**src/rtl/timer_pkg.sv**
```systemverilog
// timer_pkg: register offsets and the control-field type shared by the
// countdown timer modules. Assumes a byte-addressed 8-bit offset space.
package timer_pkg;
    localparam logic [7:0] OFS_LOAD     = 8'h00;
    localparam logic [7:0] OFS_CUR      = 8'h04;
    localparam logic [7:0] OFS_CTRL     = 8'h08;
    localparam logic [7:0] OFS_ACK      = 8'h0C;
    localparam logic [7:0] OFS_MSTAT    = 8'h10;
    localparam logic [7:0] OFS_SYS_MST  = 8'hA0;
    localparam logic [7:0] OFS_SYS_ACK  = 8'hA4;
    localparam logic [7:0] OFS_SYS_RAW  = 8'hA8;
    localparam logic [7:0] OFS_VER      = 8'hAC;

    localparam int CTRL_W = 3;

    typedef struct packed {
        logic mask;      // bit 2
        logic periodic;  // bit 1
        logic run;       // bit 0
    } tmr_ctrl_t;
endpackage

```
**src/rtl/tmr_counter.sv**
```systemverilog
// tmr_counter: down counter with load-on-enable-edge and two reload modes.
// Assumes the control and load inputs are registered by the caller.
module tmr_counter #(
    parameter int CNT_W = 32
) (
    input  logic             clk,
    input  logic             rst_n,
    input  logic             run,
    input  logic             periodic,
    input  logic [CNT_W-1:0] load_val,
    output logic [CNT_W-1:0] cnt,
    output logic             expire
);
    localparam logic [CNT_W-1:0] ALL_ONES = '1;

    logic run_q;
    logic at_zero;

    assign at_zero = (cnt == '0);
    assign expire  = run && run_q && at_zero;

    // Remember last enable value to detect the start edge.
    always_ff @(posedge clk) begin
        if (!rst_n) run_q <= 1'b0;
        else        run_q <= run;
    end

    // Load, decrement, wrap or reload the count.
    always_ff @(posedge clk) begin
        if (!rst_n) begin
            cnt <= '0;
        end else if (run && !run_q) begin
            cnt <= load_val;
        end else if (run) begin
            if (at_zero) cnt <= periodic ? load_val : ALL_ONES;
            else         cnt <= cnt - 1'b1;
        end
    end


    load_on_rise_chk: assert property (@(posedge clk) disable iff (!rst_n)
        (run && !run_q) |=> (cnt == $past(load_val)));

    hold_when_off_chk: assert property (@(posedge clk) disable iff (!rst_n)
        !run |=> $stable(cnt));

    step_down_chk: assert property (@(posedge clk) disable iff (!rst_n)
        (run && run_q && cnt != '0) |=> (cnt == $past(cnt) - 1'b1));

    free_wrap_chk: assert property (@(posedge clk) disable iff (!rst_n)
        (run && run_q && cnt == '0 && !periodic) |=> (cnt == ALL_ONES));

    periodic_reload_chk: assert property (@(posedge clk) disable iff (!rst_n)
        (run && run_q && cnt == '0 && periodic) |=> (cnt == $past(load_val)));
endmodule

```
**src/rtl/tmr_irq.sv**
```systemverilog
// tmr_irq: raw pending flag with set-over-clear priority and a masked level
// output. Assumes 'expire' is a one-cycle-per-event qualifier from the counter.
module tmr_irq (
    input  logic clk,
    input  logic rst_n,
    input  logic run,
    input  logic expire,
    input  logic ack,
    input  logic mask,
    output logic raw,
    output logic irq
);
    // Track pending event: disable clears, expiry sets, acknowledge clears.
    always_ff @(posedge clk) begin
        if (!rst_n)      raw <= 1'b0;
        else if (!run)   raw <= 1'b0;
        else if (expire) raw <= 1'b1;
        else if (ack)    raw <= 1'b0;
    end

    assign irq = raw & ~mask;


    expire_sets_chk: assert property (@(posedge clk) disable iff (!rst_n)
        expire |=> raw);

    off_clears_chk: assert property (@(posedge clk) disable iff (!rst_n)
        !run |=> !raw);

    ack_clears_chk: assert property (@(posedge clk) disable iff (!rst_n)
        (ack && !expire) |=> !raw);

    set_beats_clear_chk: assert property (@(posedge clk) disable iff (!rst_n)
        (ack && expire && run) |=> raw);
endmodule

```
**src/rtl/tmr_apb_regs.sv**
```systemverilog
// tmr_apb_regs: zero-wait APB register file and read mux for one timer.
// Assumes single-channel system registers and a fixed version constant.
module tmr_apb_regs
    import timer_pkg::*;
#(
    parameter int          ADDR_W  = 8,
    parameter int          DATA_W  = 32,
    parameter int          CNT_W   = 32,
    parameter logic [31:0] VERSION = 32'h3230_3141
) (
    input  logic              clk,
    input  logic              rst_n,
    input  logic              psel,
    input  logic              penable,
    input  logic              pwrite,
    input  logic [ADDR_W-1:0] paddr,
    input  logic [DATA_W-1:0] pwdata,
    input  logic [CNT_W-1:0]  cnt,
    input  logic              raw,
    input  logic              irq,
    output logic [CNT_W-1:0]  load_val,
    output tmr_ctrl_t         ctrl,
    output logic              ack,
    output logic [DATA_W-1:0] prdata
);
    logic       acc, wr, rd;
    logic [7:0] ofs;

    assign acc = psel && penable;
    assign wr  = acc && pwrite;
    assign rd  = acc && !pwrite;
    assign ofs = 8'(paddr);
    assign ack = rd && (ofs == OFS_ACK || ofs == OFS_SYS_ACK);

    // Capture the load register on access-phase writes.
    always_ff @(posedge clk) begin
        if (!rst_n)                      load_val <= '0;
        else if (wr && ofs == OFS_LOAD)  load_val <= CNT_W'(pwdata);
    end

    // Capture the control register on access-phase writes.
    always_ff @(posedge clk) begin
        if (!rst_n)                      ctrl <= '0;
        else if (wr && ofs == OFS_CTRL)  ctrl <= tmr_ctrl_t'(pwdata[CTRL_W-1:0]);
    end

    // Select read data by offset; unmapped and clear-on-read offsets give 0.
    always_comb begin
        prdata = '0;
        if (psel && !pwrite) begin
            case (ofs)
                OFS_LOAD:    prdata = DATA_W'(load_val);
                OFS_CUR:     prdata = DATA_W'(cnt);
                OFS_CTRL:    prdata = DATA_W'(ctrl);
                OFS_MSTAT:   prdata = DATA_W'(irq);
                OFS_SYS_MST: prdata = DATA_W'(irq);
                OFS_SYS_RAW: prdata = DATA_W'(raw);
                OFS_VER:     prdata = DATA_W'(VERSION);
                default:     prdata = '0;
            endcase
        end
    end


    stray_write_load_chk: assert property (@(posedge clk) disable iff (!rst_n)
        (wr && ofs != OFS_LOAD) |=> $stable(load_val));

    stray_write_ctrl_chk: assert property (@(posedge clk) disable iff (!rst_n)
        (wr && ofs != OFS_CTRL) |=> $stable(ctrl));
endmodule

```
**src/rtl/apb_down_timer.sv**
```systemverilog
// apb_down_timer: single-channel countdown timer with an APB slave port and a
// level interrupt. Assumes one clock domain and CNT_W <= DATA_W.
module apb_down_timer
    import timer_pkg::*;
#(
    parameter int          ADDR_W  = 8,
    parameter int          DATA_W  = 32,
    parameter int          CNT_W   = 32,
    parameter logic [31:0] VERSION = 32'h3230_3141
) (
    input  logic              clk,
    input  logic              rst_n,
    input  logic              psel,
    input  logic              penable,
    input  logic              pwrite,
    input  logic [ADDR_W-1:0] paddr,
    input  logic [DATA_W-1:0] pwdata,
    output logic [DATA_W-1:0] prdata,
    output logic              pready,
    output logic              pslverr,
    output logic              irq
);
    tmr_ctrl_t        ctrl;
    logic [CNT_W-1:0] load_val;
    logic [CNT_W-1:0] cnt;
    logic             expire;
    logic             ack;
    logic             raw;

    assign pready  = 1'b1;
    assign pslverr = 1'b0;

    tmr_apb_regs #(
        .ADDR_W(ADDR_W), .DATA_W(DATA_W), .CNT_W(CNT_W), .VERSION(VERSION)
    ) u_regs (
        .clk(clk), .rst_n(rst_n), .psel(psel), .penable(penable),
        .pwrite(pwrite), .paddr(paddr), .pwdata(pwdata), .cnt(cnt),
        .raw(raw), .irq(irq), .load_val(load_val), .ctrl(ctrl),
        .ack(ack), .prdata(prdata)
    );

    tmr_counter #(.CNT_W(CNT_W)) u_cnt (
        .clk(clk), .rst_n(rst_n), .run(ctrl.run), .periodic(ctrl.periodic),
        .load_val(load_val), .cnt(cnt), .expire(expire)
    );

    tmr_irq u_irq (
        .clk(clk), .rst_n(rst_n), .run(ctrl.run), .expire(expire),
        .ack(ack), .mask(ctrl.mask), .raw(raw), .irq(irq)
    );


    reset_quiet_chk: assert property (@(posedge clk)
        !rst_n |=> (!irq && cnt == '0));
endmodule

```
**config.mk**
```make
export PLATFORM = sky130hd
export DESIGN_NAME = apb_down_timer
export DESIGN_NICKNAME = d
export VERILOG_FILES = /design/src/rtl/timer_pkg.sv /design/src/rtl/tmr_counter.sv /design/src/rtl/tmr_irq.sv /design/src/rtl/tmr_apb_regs.sv /design/src/rtl/apb_down_timer.sv
export SDC_FILE = /design/constraint.sdc
export NUM_CORES = 1
export LEC_CHECK = 0
export ABC_AREA = 1
export BUFFER_PORTS_ARGS = -buffer_cell sky130_fd_sc_hd__buf_2
export CAP_MARGIN = 20
export CORE_UTILIZATION = 57
export CTS_CLUSTER_DIAMETER = 80
export DETAILED_ROUTE_END_ITERATION = 12
export PLACE_DENSITY_LB_ADDON = 0.05
export SYNTH_ARGS = -nofsm -noshare
export SYNTH_HDL_FRONTEND = slang
export SYNTH_SLANG_ARGS = --single-unit
```
**constraint.sdc**
```tcl
create_clock -name clk -period 1.7 [get_ports clk]
set_input_delay 0.17 -clock clk [delete_from_list [all_inputs] [get_ports clk]]
set_output_delay 0.17 -clock clk [all_outputs]
set_load 0.02 [all_outputs]
```
# --- After elaboration in Yosys (flattened, before gate mapping) ---
# Cells that the tools add are included.
# W data, S select, Z words.
classes:
  n_reduce_logical: 19
  n_eq_ne: 8
  muxes: 8
  bitwise: 2
  n_addsub: 1
op_table:
  columns: ["cell", "n"]
  rows:
  - ["$pmux W32 S6", 1]
  - ["$mux W32", 5]
  - ["$eq A8 B8 Y1 const B", 4]
  - ["$logic_not A32 Y1", 1]
  - ["$sub A32 B1 Y32 const B", 1]
  - ["$eq A8 B4 Y1 const B", 2]
  - ["$logic_and A1 B1 Y1", 10]
  - ["$eq A8 B3 Y1 const B", 1]
  - ["$eq A8 B5 Y1 const B", 1]
  - ["$logic_not A8 Y1", 1]
  - ["$reduce_bool A2 Y1", 2]
  - ["$logic_not A1 Y1", 2]
  - ["$mux W1", 2]
  - ["$reduce_and A2 Y1", 1]
  - ["$reduce_or A2 Y1", 1]
  - ["$and A1 B1 Y1", 1]
  - ["$logic_or A1 B1 Y1", 1]
  - ["$not A1 Y1", 1]
word_totals:
  out_inout_bits: 35
  regBits: 69
  in_bits: 45

# --- Depth between registers and ports, before layout ---
# Gate-level depths: netlist of run 1.
depth:
  word_depth: 5
  ltp_mapped: 12
  mapped_depth_nobuf: 12

# --- Hierarchy ---
# A second synthesis of run 1 with hierarchy kept.
unflattened:
  hier_cells: 883
  area_unflattened_um2: 5393.9
modules_own_cells:
  columns: ["mod", "area_per_inst_um2", "cells_per_inst", "seq_area_each_um2", "n_inst"]
  rows:
  - ["tmr_counter", 2977.9, 522, 660.6, 1]
  - ["tmr_apb_regs", 2342.2, 349, 700.7, 1]
  - ["tmr_irq", 51.3, 8, 20.0, 1]
  - ["apb_down_timer", 22.5, 4, 0.0, 1]

# --- Worst setup path after synthesis of run 1 ---
# Ideal clock, no wire load.
synth_path:
  path_type: "input port to output port"
  start: "input port paddr[1]"
  end: "output port prdata[18]"
  t_required_ns: 1.530
  path_slack_ns: 0.075
  path_buffers: 1
  cell_stages: 8
  arrival_ns: 1.455
  path_cell_list: "nor2_1 > nand3_1 > nor2_1 > nor2_1 > nand4_1 > nand2_1 > buf_2 > a21oi_1"
synth_between:
  elab_chain_len: 4
  elab_cells_between_ends: 10
  cone_classes: "eq/ne (6); mux (2); reduce/logical (2)"
synth_lines:
  columns: ["element", "line_no", "source"]
  rows:
  - ["start: declaration", "apb_down_timer.sv:16", "input logic [ADDR_W-1:0] paddr,"]
  - ["$eq A8 B5 Y1 or $eq A8 B8 Y1 (tied branches)", "tmr_apb_regs.sv:51", "case (ofs)"]
  - ["$reduce_or A2 Y1 (no source line)", null, null]
  - ["$pmux W32 S6 *", "tmr_apb_regs.sv:51", null]
  - ["$mux W32 *", "tmr_apb_regs.sv:50", "if (psel && !pwrite) begin"]
  - ["end: declaration", "apb_down_timer.sv:18", "output logic [DATA_W-1:0] prdata,"]
# Mark *: on every way between the ends. The rest lies on a longest branch, timed or not.

# --- Worst setup path after layout of run 1 ---
layout_path:
  start: "register u_cnt.cnt[0]"
  end: "register u_cnt.cnt[30]"
layout_between:
  elab_chain_len: 4
  elab_cells_between_ends: 5
  cone_classes: "add/sub (1); mux (3); reduce/logical (1)"
layout_lines:
  columns: ["element", "line_no", "source"]
  rows:
  - ["start: declaration", "tmr_counter.sv:11", "output logic [CNT_W-1:0] cnt,"]
  - ["start signal: assignment", "tmr_counter.sv:33", "cnt <= load_val;"]
  - ["start signal: assignment", "tmr_counter.sv:35", "if (at_zero) cnt <= periodic ? load_val : ALL_ONES;"]
  - ["start signal: assignment", "tmr_counter.sv:36", "else cnt <= cnt - 1'b1;"]
  - ["$sub A32 B1 Y32 or $logic_not A32 Y1 (tied branches)", "tmr_counter.sv:36, tmr_counter.sv:19", null]
  - ["$mux W32 *", "tmr_counter.sv:35", null]
  - ["$mux W32 *", "tmr_counter.sv:34", "end else if (run) begin"]
  - ["$mux W32 *", "tmr_counter.sv:32", "end else if (run && !run_q) begin"]
# Mark *: on every way between the ends. The rest lies on a longest branch, timed or not. The select of a mux whose other input is x is not followed.
# A chain may end at the register's enable or synchronous reset.

==> metrics.txt, run 1 <==
Async S/R FF share, synth 0%; final hold vios 0; die footprint 8710 µm²; VDD IR max 0.309 mV; failing checks setup timing; crit path DAT 2090 ps; pre-CTS setup slack -51.8 ps; Worst EP required 1970 ps; crit path cell chain inv_4, ha_4, nand2_4, nor2_4, nand4_1, nor2_4, buf_6, buf_6, o21ai_1, nand2_1, nand2_1, a21oi_1; min-delay worst type input port to flip-flop; delay-heaviest family, CP simple AND/OR/NAND/NOR gates; share of the synthesized area in the top cell type 29.0%; startpoint types flip-flop; slew at the pin closest to its max-slew limit 631 ps; Final Power 2.99 mW; worst stage delay on the critical path 340 ps; final core occ 82.7%; M1 wire length 7110 µm; Final Setup Violations 40; # H-tree levels 3; largest net degree at the start of global routing 37; Area growth, synth to finish 37.1%; Syn Inst Count 778; Leak 2.86 nW; slowest stage cell, crit path dfxtp_2; Worst setup EP type flip-flop; Core Region 7890 µm²; GPL Wtd Cong 0.967; detailed placer's ending HPWL 12,100 µm; Worst-path clk slew 80 ps; GR Overflow Total 0; Via Count 6,194; Die W 93.3 µm; gr usage total 39.6%; r2r setup slk -130 ps; DR WL met2 8120 µm; post-synth net total 825; initial antenna violation count 0; share of cells above drive strength 1 35.4%; Max-cap violations 0; DRT iter0 DRCs 642; final wirelength 18,200 µm; clock tree buffer depth 2; status complete, but fails checks; fmax 0.548 GHz; Power per Cell Area 458 nW/µm²; Setup CP Type flip-flop to flip-flop; Num CTS Buffers 9; TritonCTS clock tree done; Row Count 32; Syn Area/Cell 6.11 µm²; synth top area cells dfxtp_1 (29%), nand2_1 (12%), a21oi_1 (10%); Synth Area in Compound Gates 24.0%; post-DR vias/cell 6.04; Root Buffer clkbuf_8; Post-DRT Antenna Nets 0; drt pass-1 iters 5; DRC 0; Synth area leader dfxtp_1; area of the mapped netlist 4760 µm²; Post-Synth Adder-Cell Area 0.526%; Worst Path Buf+Inv 3; Clock Skew 5.98 ps; RSZ-0062 raised after global routing yes; Routed WL per cell 17.7 µm; Synth cell types 32; Synth Area in Simple Gates 30.6%; XOR/XNOR Fraction of Synth Area 1.66%; Synth Flop Type dfxtp_1; top sig layer met4; period utilisation layout 107%; EDFF count, synth 0; vias in the first global route 5,600; CP max FO 5; Port Buffers 77; clk_lat worst skew 350 ps; IO Pins 80; first-pass GRT wire length 26,800 µm; normalized max-slew margin 57.9%; Syn. warnings 0; combinational family with the most area after synthesis simple AND/OR/NAND/NOR gates; flops & latches, synth 69; clk sinks 69; chip height 93.3 µm; Final Slew Violations 0; Detail Route met3 WL 2040 µm; Inserted Diodes 0; final worst path period need 1830 ps; mux cell area share after synthesis 0%; Starting Density 60.3%; Worst Setup Slack, final -126 ps; sequential share of the synthesized area 29.0%; Final #Nets 967
## cells by family (layout without fill, tap and decap cells)
logic type / count (synthesis) / count (layout)
flops: 69 / 69
xor+xnor: 9 / 9
fa+ha+maj: 2 / 2
other cells: 2 / 2
compound gates: 215 / 215
simple gates: 319 / 319
buf+inv: 162 / 308
## worst paths after layout
| kind | start | to | cells past startpoint |
|---|---|---|---|
| max | u_cnt.cnt[0] | u_cnt.cnt[30] | 12 |
| min | pwdata[24] | u_regs.load_val[24] | 3 |
| max reg2reg | u_cnt.cnt[0] | u_cnt.cnt[30] | 12 |
| min reg2reg | u_regs.load_val[16] | u_regs.load_val[16] | 2 |
## power breakdown
part	switching (mW)	internal (mW)
Clock	0.658	0.557
Combinational	0.0992	0.0594
Sequential	0.000362	1.61
## cell usage in the layout, fill, tap and decap left out, types with 5 or more instances in the layout
master / count
nand4_1: 8
nor2_2: 25
nand3_2: 19
clkbuf_8: 10
o21ai_1: 15
nand2_2: 21
xor2_1: 8
nor2_1: 42
inv_1: 106
buf_4: 78
o22ai_1: 40
a21oi_2: 15
o21ai_0: 54
nand3_1: 51
nand2_4: 5
buf_6: 13
nand2_1: 127
dfxtp_2: 7
a21oi_1: 79
dfxtp_1: 60
buf_2: 71
nor2_4: 15
inv_2: 15
## what timing repair did
| item | 4_1_cts | 5_1_grt |
|---|---|---|
| resized for setup | 18 | 144 |
| setup endpoints to repair | 49 | 63 |
| hold buffers | 0 | 0 |
| pin swaps | 11 | 41 |
| buffers inserted | 5 | 11 |
| gates cloned | 0 | 2 |
## Yosys cell counts, types with 6 or more instances
cell type	instances
a21oi_1	95
clkbuf_1	27
dfxtp_1	69
inv_1	114
inv_2	9
nand2_1	146
nand2_2	7
nand3_1	66
nand4_1	8
nor2_1	65
nor2_2	11
nor2_4	6
o21ai_0	67
o22ai_1	44
xor2_1	9
## flip-flops by register name, indices dropped and copies added, names as in the netlist
name / flops
u_regs.load_val: 32
u_cnt.run_q: 1
u_cnt.cnt: 32
u_regs.ctrl: 3
u_irq.raw: 1
## per-stage QoR
stage	cells	hold WS, ps	TNS [ps]	cell area, µm²
after global placement	993	445	-1.22	5680
after detailed placement	993	453	-599	5680
after floorplan	778	308	0	4760
final	1026	89.1	-2610	6520
after global routing	1026	94.5	-6290	6520
after CTS	1013	87.8	0	5920
## per-layer routing
layer / vias up / track usage, %
li1: 2834 / -
met1: 2801 / 49.9
met2: 458 / 64.8
met3: 101 / 8.94
met4: 0 / 16.9
met5: - / 0
## area by class of cell
type                            instances  area [µm²]
Clock buffer                           11         141
Clock inverter                          4        25.0
Fill cell                             545        1370
Inverter                              124         483
Multi-Input combinational cell        547        3120
Sequential cell                        69        1400
Tap cell                              102         128
Timing Repair Buffer                  168        1210
Timing Repair inverter                  1        16.3
## tightest hold or removal path: stages
cell and delay, ps:
buf_2 70, o21ai_0 70, a21oi_1 100
Note: power is estimated with default switching activity, not from simulation.
==> run 2, diff against run 1 <==
--- a/config.mk
+++ b/config.mk
@@ -8,6 +8,7 @@
 export ABC_AREA = 1
 export BUFFER_PORTS_ARGS = -buffer_cell sky130_fd_sc_hd__buf_2
 export CAP_MARGIN = 20
+export CORE_ASPECT_RATIO = 1.25
 export CORE_UTILIZATION = 57
 export CTS_CLUSTER_DIAMETER = 80
 export DETAILED_ROUTE_END_ITERATION = 12
==> run 2 against run 1 <==
Routed wire length decreased by 0.81%. Largest power group unchanged. Maximum frequency down 0.43%. Via count decreased by 1.1%. Critical path depth is the same. Register-to-register slack barely moved. Worst hold slack worse by 23 ps. Non-clock buffer count is 8 lower. Highest routed layer unchanged. First-iteration DRC count fell by 13%. Combinational power rose by 9%. Sequential power is essentially flat. The run still ends with setup timing left. Clock power is 30% higher.
==> metrics.txt, run 2 (synthesized netlist as in run 1, its figures left out) <==
status complete, but fails checks (unchanged); failing checks setup timing (unchanged); Power per Cell Area 505 nW/µm² (was 458 nW/µm²); initial antenna violation count 0 (unchanged); Max-cap violations 0 (unchanged); IO Pins 80 (unchanged); Post-DRT Antenna Nets 0 (unchanged); DRC 0 (unchanged); sequential cell area 1400 µm² (unchanged); Post-Layout Cell Count 1,011 (was 1,026); GR Overflow Total 0 (unchanged); first-pass GRT wire length 26,400 µm (was 26,800 µm); Routed WL per cell 17.8 µm (was 17.7 µm); number of fillers in the final layout 504 (was 545); crit path cell chain inv_4, ha_4, nand2_4, nor2_4, nand4_1, nor2_4, buf_12, buf_6, o21ai_2, nand2_1, nand2_1, a21oi_1 (was inv_4, ha_4, nand2_4, nor2_4, nand4_1, nor2_4, buf_6, buf_6, o21ai_1, nand2_1, nand2_1, a21oi_1); Setup CP Type flip-flop to flip-flop (unchanged); clk_lat worst skew 380 ps (was 350 ps); Via Count 6,124 (was 6,194); clk sinks 69 (unchanged); GPL Wtd Cong 0.961 (was 0.967); die footprint 8720 µm² (was 8710 µm²); Worst-path clk slew 90 ps (was 80 ps); commonest non-fill, non-tap cell in the layout nand2_1 (unchanged); final wirelength 18,000 µm (was 18,200 µm); crit path DAT 2140 ps (was 2090 ps); chip height 104 µm (was 93.3 µm); Num CTS Buffers 9 (unchanged); share of cells above drive strength 1 35.3% (was 35.4%); # H-tree levels 3 (unchanged); largest net degree at the start of global routing 41 (was 37); Die W 83.7 µm (was 93.3 µm); slew at the pin closest to its max-slew limit 579 ps (was 631 ps); GR met2 Demand/Resource 63.8% (was 64.8%); Finished Cell Area 6680 µm² (was 6520 µm²); Port Buffers 77 (unchanged); VDD IR max 0.541 mV (was 0.309 mV); fmax 0.545 GHz (was 0.548 GHz); Inserted Diodes 0 (unchanged); period utilisation layout 108% (was 107%); Worst EP required 2000 ps (was 1970 ps); Final Slew Violations 0 (unchanged); drt pass-1 iters 9 (was 5); Root Buffer clkbuf_8 (unchanged); Area growth, synth to finish 40.4% (was 37.1%); met3 usage in global routing 6.83% (was 8.94%); min-delay worst type input port to flip-flop (unchanged); Leak 2.89 nW (was 2.86 nW); GR Util met1 44.2% (was 49.9%); placed insts 980 (was 993); final worst path period need 1830 ps (about the same); Worst Setup Slack, final -134 ps (was -126 ps); vias in the first global route 5,683 (was 5,600); RSZ-0062 raised after global routing yes (unchanged); startpoint types flip-flop (unchanged); area of the multi-input gates 3130 µm² (was 3120 µm²); TritonCTS clock tree done (unchanged); final hold vios 0 (unchanged); Regs by FF count u_cnt.cnt: 32 flops, u_regs.load_val: 32 flops, u_regs.ctrl: 3 flops (unchanged); slowest stage cell, crit path dfxtp_2 (unchanged); WHS 66.6 ps (was 89.1 ps); Final Setup Violations 29 (was 40); Core Region 7930 µm² (was 7890 µm²); CTS hold repair buffers 0 (unchanged); Starting Density 60.0% (was 60.3%); CP max FO 7 (was 5); most frequent cells in the layout nand2_1 (129), inv_1 (102), buf_4 (74), a21oi_1 (64) (was nand2_1 (127), inv_1 (106), a21oi_1 (79), buf_4 (78), buf_2 (71)); Clock Skew 15.7 ps (was 5.98 ps); Final #Nets 958 (was 967); DRT iter0 DRCs 561 (was 642); GRT busiest layer met2 (unchanged); Row Count 36 (was 32); post-DR vias/cell 6.06 (was 6.04); clock tree buffer depth 2 (unchanged); Post-DP Area 5680 µm² (about the same); gr usage total 37.9% (was 39.6%); final setup TNS -1350 ps (was -2610 ps); worst stage delay on the critical path 340 ps (about the same); detailed placer's ending HPWL 11,800 µm (was 12,100 µm); normalized max-slew margin 61.3% (was 57.9%); Worst setup EP type flip-flop (unchanged)
[run 2: changes by cell type in the layout (fill, tap and decap cells not counted), moves of 3 or more]
cell     before  now
a21oi_4       2    5
nand3_1      51   60
inv_1       106  102
o21ai_1      15   12
buf_6        13   24
nand3_2      19   10
buf_2        71   50
a21oi_2      15   27
nor2_1       42   48
nor2_2       25   21
buf_4        78   74
a21oi_1      79   64
buf_12        4   10
[run 2: report_power, final]
part           total [mW]  internal, mW  switching [mW]
Combinational       0.174        0.0710           0.103
Clock                1.59         0.902           0.683
Sequential           1.61          1.61        0.000386
Total                3.37          2.59           0.787
[run 2: metrics by stage]
step           total power, mW  util, %  setup slack (ps)
6_report                  3.37     84.2              -134
5_1_grt                   3.44     84.2              -180
4_1_cts                   3.33     76.8             -5.24
3_5_place_dp              1.80     71.6             -80.0
3_3_place_gp              1.79     71.6             -1.43
2_1_floorplan             1.72        -              75.0
[run 2: critical path, delay by kind of cell, from the launching register on]
family          cells  cell delay [ps]
compound gates      2              170
fa+ha+maj           1              160
buf+inv             3              340
flops               1              340
simple gates        6              750
[run 2: layout make-up]
type / instances / area share [%]
flip-flops and latches: 69 / 20.9
clock buffers: 12 / 2.32
well taps: 95 / 1.78
multi-input cells: 547 / 46.9
inverters: 124 / 7.31
repair buffers: 160 / 19.7
clock inverters: 4 / 1.05
[run 2: final timing paths]
| kind | cells past startpoint | endpoint | startpoint | slack (ps) |
|---|---|---|---|---|
| hold / removal | 3 | u_regs.load_val[14] | pwdata[14] | 70 |
| setup reg to reg | 12 | u_cnt.cnt[29] | u_cnt.cnt[1] | -130 |
| setup / recovery | 12 | u_cnt.cnt[29] | u_cnt.cnt[1] | -130 |
| hold reg to reg | 2 | u_regs.load_val[7] | u_regs.load_val[7] | 490 |
[run 2: repair_timing]
item / in CTS / in global routing
resized for setup: 36 / 164
gates cloned: 1 / 2
setup endpoints to repair: 30 / 60
setup buffers: 8 / 7
pin swaps: 11 / 41
[run 2: routing by layer]
metal,vias to the layer above,routed length [µm]
met5,-,0
li1,2818,-
met3,110,1770
met1,2791,6250
met4,0,1250
met2,405,8770
